==> src/rtl/opsel_reg3_pkg.sv <==
package opsel_reg3_pkg;

    localparam int unsigned OP_W = 3;

    typedef enum logic [OP_W-1:0] {
        OP_HOLD   = 3'b000,
        OP_INV    = 3'b001,
        OP_SHR    = 3'b010,
        OP_PRESET = 3'b011,
        OP_CLR    = 3'b100
    } op_e;

    // One-hot (or all-zero for hold) control lines shared by every slice.
    typedef struct packed {
        logic inv;
        logic shr;
        logic preset;
        logic clr;
    } ctl_t;

    function automatic ctl_t decode_op(logic [OP_W-1:0] code);
        ctl_t c;
        c = '0;
        case (code)
            OP_INV:    c.inv    = 1'b1;
            OP_SHR:    c.shr    = 1'b1;
            OP_PRESET: c.preset = 1'b1;
            OP_CLR:    c.clr    = 1'b1;
            default:   c        = '0;  // hold, including codes 101..111
        endcase
        return c;
    endfunction

endpackage

==> src/rtl/opsel_reg3_dec.sv <==
module opsel_reg3_dec
    import opsel_reg3_pkg::*;
(
    input  logic [OP_W-1:0] op_i,
    output ctl_t            ctl_o
);
    always_comb begin
        ctl_o = decode_op(op_i);
    end
endmodule

==> src/rtl/opsel_reg3_slice.sv <==
module opsel_reg3_slice
    import opsel_reg3_pkg::*;
#(
    parameter logic PRESET_BIT = 1'b0
) (
    input  logic clk,
    input  logic rst,
    input  ctl_t ctl_i,
    input  logic upper_i,   // neighbour toward the MSB; 0 for the top bit
    output logic q_o
);
    logic d;

    always_comb begin
        if (ctl_i.clr)         d = 1'b0;
        else if (ctl_i.preset) d = PRESET_BIT;
        else if (ctl_i.shr)    d = upper_i;
        else if (ctl_i.inv)    d = ~q_o;
        else                   d = q_o;
    end

    always_ff @(posedge clk) begin
        if (rst) q_o <= 1'b0;
        else     q_o <= d;
    end
endmodule

==> src/rtl/opsel_reg3.sv <==
module opsel_reg3
    import opsel_reg3_pkg::*;
#(
    parameter int unsigned    WIDTH      = 3,
    parameter logic [WIDTH-1:0] PRESET_VAL = 3'b011
) (
    input  logic             clk,
    input  logic             rst,
    input  logic [OP_W-1:0]  op_i,
    output logic [WIDTH-1:0] q_o
);
    localparam int unsigned MSB = WIDTH - 1;

    ctl_t ctl;

    opsel_reg3_dec u_dec (
        .op_i  (op_i),
        .ctl_o (ctl)
    );

    for (genvar i = 0; i < WIDTH; i++) begin : g_bit
        logic upper;
        if (i == MSB) begin : g_top
            assign upper = 1'b0;          // zero fill on shift
        end else begin : g_inner
            assign upper = q_o[i+1];
        end

        opsel_reg3_slice #(
            .PRESET_BIT (PRESET_VAL[i])
        ) u_slice (
            .clk     (clk),
            .rst     (rst),
            .ctl_i   (ctl),
            .upper_i (upper),
            .q_o     (q_o[i])
        );
    end
endmodule

==> config.mk <==
export PLATFORM = sky130hd
export DESIGN_NAME = opsel_reg3
export DESIGN_NICKNAME = d
export VERILOG_FILES = /design/src/rtl/opsel_reg3_pkg.sv /design/src/rtl/opsel_reg3_dec.sv /design/src/rtl/opsel_reg3_slice.sv /design/src/rtl/opsel_reg3.sv
export SDC_FILE = /design/constraint.sdc
export NUM_CORES = 1
export LEC_CHECK = 0
export CAP_MARGIN = 20
export CORE_AREA = 4 4 41 43
export DETAILED_ROUTE_END_ITERATION = 16
export DIE_AREA = 0 0 45 47
export DONT_BUFFER_PORTS = 1
export SYNTH_ARGS = -nofsm -noshare
export SYNTH_HDL_FRONTEND = slang
export SYNTH_SLANG_ARGS = --single-unit
export TNS_END_PERCENT = 50
==> constraint.sdc <==
create_clock -name clk -period 1.3 [get_ports clk]
set_input_delay 0.13 -clock clk [delete_from_list [all_inputs] [get_ports clk]]
set_output_delay 0.13 -clock clk [all_outputs]
set_load 0.01 [all_outputs]
==> impl_metrics.yaml <==
timing:
  worst_slew_pin_slew_ns: 0.4429
  rsz0062_at_grt: "no"
  fin_skew_ns: 0.001657
  setup_ws_ns: 0.2396
  setup_tns_ns: 0
  drv_slew: 0
  fin_crit_sh_pct: 81.57
  relSlewSlack_pct: 70.41
  fin_crit_ns: 1.060
  setup_viol: 0
  hold_ws_ns: 0.1098
  max_freq_ghz: 0.9431
  hold_viol_final: 0
drt:
  drt-pass1-iter-count: 2
  ant_nets: 0
  vias: 186
  wl_um: 496
  drt_iter0_markers: 1
  vias_per_cell: 4.537
  routedWlPerCell_um: 12.10
  drc: 0
layout:
  nFillCells: 151
  area_delta_synth_final_pct: 22.35
  final_util_pct: 20.00
  n_antenna_cell: 0
  layout-drive-gt1-share_pct: 38.46
  reg_top3: "g_bit.u_slice.q_o (3)"
  regMostFlops: "g_bit.u_slice.q_o"
  fin_area_sq_um: 260.3
  fin_cells: 41
  register_area_sq_um: 60.06
  multiInputGateArea_sq_um: 130.1
  largest_register_ffs: 3
  finalNetCount: 32
status:
  status: "completed"
clock_tree:
  clkSinkCount: 3
  post_cts_buffers: 0
  clock_latency_ns: 0.23
  h-tree-depth: 1
  max-clock-path-buffers: 2
  numCtsBuffers: 3
  cts_tree: "yes"
  clk_pin_slew_worst_paths_ns: 0.04
  cts_root_buf: "clkbuf_4"
logic_synthesis:
  syn_area_sq_um: 212.7
  synth_common_cells: "3 x buf_4, 3 x dfxtp_1"
  synth-edff-count: 0
  synthCells: 22
  ys_types: 12
  synthFlopType: "dfxtp_1"
  synth_largest_area_cell: "dfxtp_1"
  async_flop_share_pct: 0
  synth_area_leaders: "dfxtp_1 28%, a2111oi_2 14%, buf_4 11%, nor4b_1 8.2%, or3b_1 8.2%"
  yosysSeqAreaShare_pct: 28.24
  synth_top_area_share_pct: 28.24
  synth_area_per_cell_sq_um: 9.668
  syn_nets: 27
  yosysWarnings: 0
  yosys_register_bits: 3
place:
  place_area_sq_um: 224.0
  place_inst: 36
  pre_cts_slack_ns: 0.2507
  globalplace.congestion: 0.6758
  dp_hpwl_um: 369.4
  io_buffer_count: 0
setup_path:
  worstRegToRegCells: 3
  cp-start-kind: "flip-flop"
  end_kind: "flip-flop"
  worst-setup-path-type: "reg2reg"
  reg2reg_slack_ns: 0.24
  arrival_ns: 1.15
  reg2reg_to: "g_bit[0].u_slice.q_o"
  rr_startpoint: "g_bit[1].u_slice.q_o"
  cp_max_fo: 2
  slowest_delay_ns: 0.38
  worstPathCellList: "or3b_1 -> a21oi_2 -> a2111oi_2"
  critPathBufInv: 0
  critPathSlowestCell: "or3b_1"
  required_ns: 1.39
  critPathTopFamily: "simple AND/OR/NAND/NOR gates"
pwr:
  cell_internal_pwr_mw: 0.2378
  power.density_mw_per_mm2: 1197
  seqPwrFrac_pct: 33.5
  power_mw: 0.3116
  pwr-share-comb_pct: 14.1
  clkPwrFrac_pct: 52.4
  vdd_drop_max_uv: 391.0
  switching_power_mw: 0.07372
  switching_share_pct: 23.66
  p_leak_nw: 0.08344
grt:
  track_usage_pct: 6.077
  grt_pass1_wl_um: 821
  gr-total-overflow: 0
  antenna_found_initial: 0
  grt_max_degree: 10
  grt_pass1_vias: 184
floorplan:
  core-area_sq_mm: 0.001301
  die_height_um: 47
  die_x_um: 45
  io-pin-count: 8
  placementRows: 13
  initial_utilization_pct: 16.35
  die_area_sq_mm: 0.002115
job:
  drv_cap: 0
hold_path:
  whs_endpoint: "g_bit[2].u_slice.q_o"
  holdPathStages: 2
  hp-start: "op_i[0]"
  hold_class: "in2reg"
-- worst reg2reg max path, stage by stage (launching register included) --
cell,delay (ns)
dfxtp_1,0.30
or3b_1,0.38
a21oi_2,0.17
a2111oi_2,0.07
-- placed cells by master (no fill, tap or decap) --
cell,n
nor4b_1,2
nor2_1,2
a21oi_1,2
a2111oi_2,2
or3b_1,2
nor3b_1,1
or2b_2,1
clkbuf_1,1
a31oi_1,2
a21oi_2,1
buf_4,2
o21ba_2,1
clkbuf_4,3
dfxtp_1,3
dlygate4sd3_1,1
-- logic make-up after synthesis --
| group | after synthesis | share of synthesized area [%] |
|---|---|---|
| simple gates | 8 | 27.65 |
| compound gates | 8 | 33.53 |
| flops | 3 | 28.24 |
| buf+inv | 3 | 10.59 |
-- power by group through the flow --
| stage | Clock, mW | Sequential [mW] | Combinational [mW] |
|---|---|---|---|
| 6_report | 0.163 | 0.104 | 0.0439 |
| 5_1_grt | 0.183 | 0.105 | 0.0494 |
| 2_1_floorplan | 0 | 0.106 | 0.0380 |
| 4_1_cts | 0.174 | 0.105 | 0.0447 |
| 3_5_place_dp | 0 | 0.106 | 0.0395 |
| 3_3_place_gp | 0 | 0.106 | 0.0387 |
-- routing by layer --
metal / up-vias / routed length (um) / global-route usage [%] / part of all wire (%)
li1: 93 / - / - / -
met2: 7 / 247 / 7.345 / 50
met4: 0 / 0 / 5.263 / 0
met3: 0 / 30 / 4.981 / 6.0
met5: - / 0 / 0 / 0
met1: 86 / 218 / 6.576 / 44
-- layout make-up --
class | count | area share (%)
clock buffer | 4 | 10.10
timing repair buffer | 3 | 9.615
multi-input combinational | 16 | 50.00
tap | 15 | 7.212
sequential | 3 | 23.08
-- what timing repair did --
action                    4_1_cts  5_1_grt
hold endpoints to repair        3        0
gates resized for setup         0        0
hold buffers                    1        0
-- worst max-delay path by stage --
stage                          from                   end  slack, ns  cells past startpoint
4_1_cts        g_bit[1].u_slice.q_o  g_bit[0].u_slice.q_o       0.23                      3
5_1_grt        g_bit[1].u_slice.q_o  g_bit[0].u_slice.q_o       0.20                      3
3_3_place_gp   g_bit[1].u_slice.q_o  g_bit[0].u_slice.q_o       0.27                      3
2_1_floorplan  g_bit[1].u_slice.q_o  g_bit[0].u_slice.q_o       0.26                      3
6_report       g_bit[1].u_slice.q_o  g_bit[0].u_slice.q_o       0.24                      3
3_5_place_dp   g_bit[1].u_slice.q_o  g_bit[0].u_slice.q_o       0.25                      3
(Power assumes the default switching activity.)
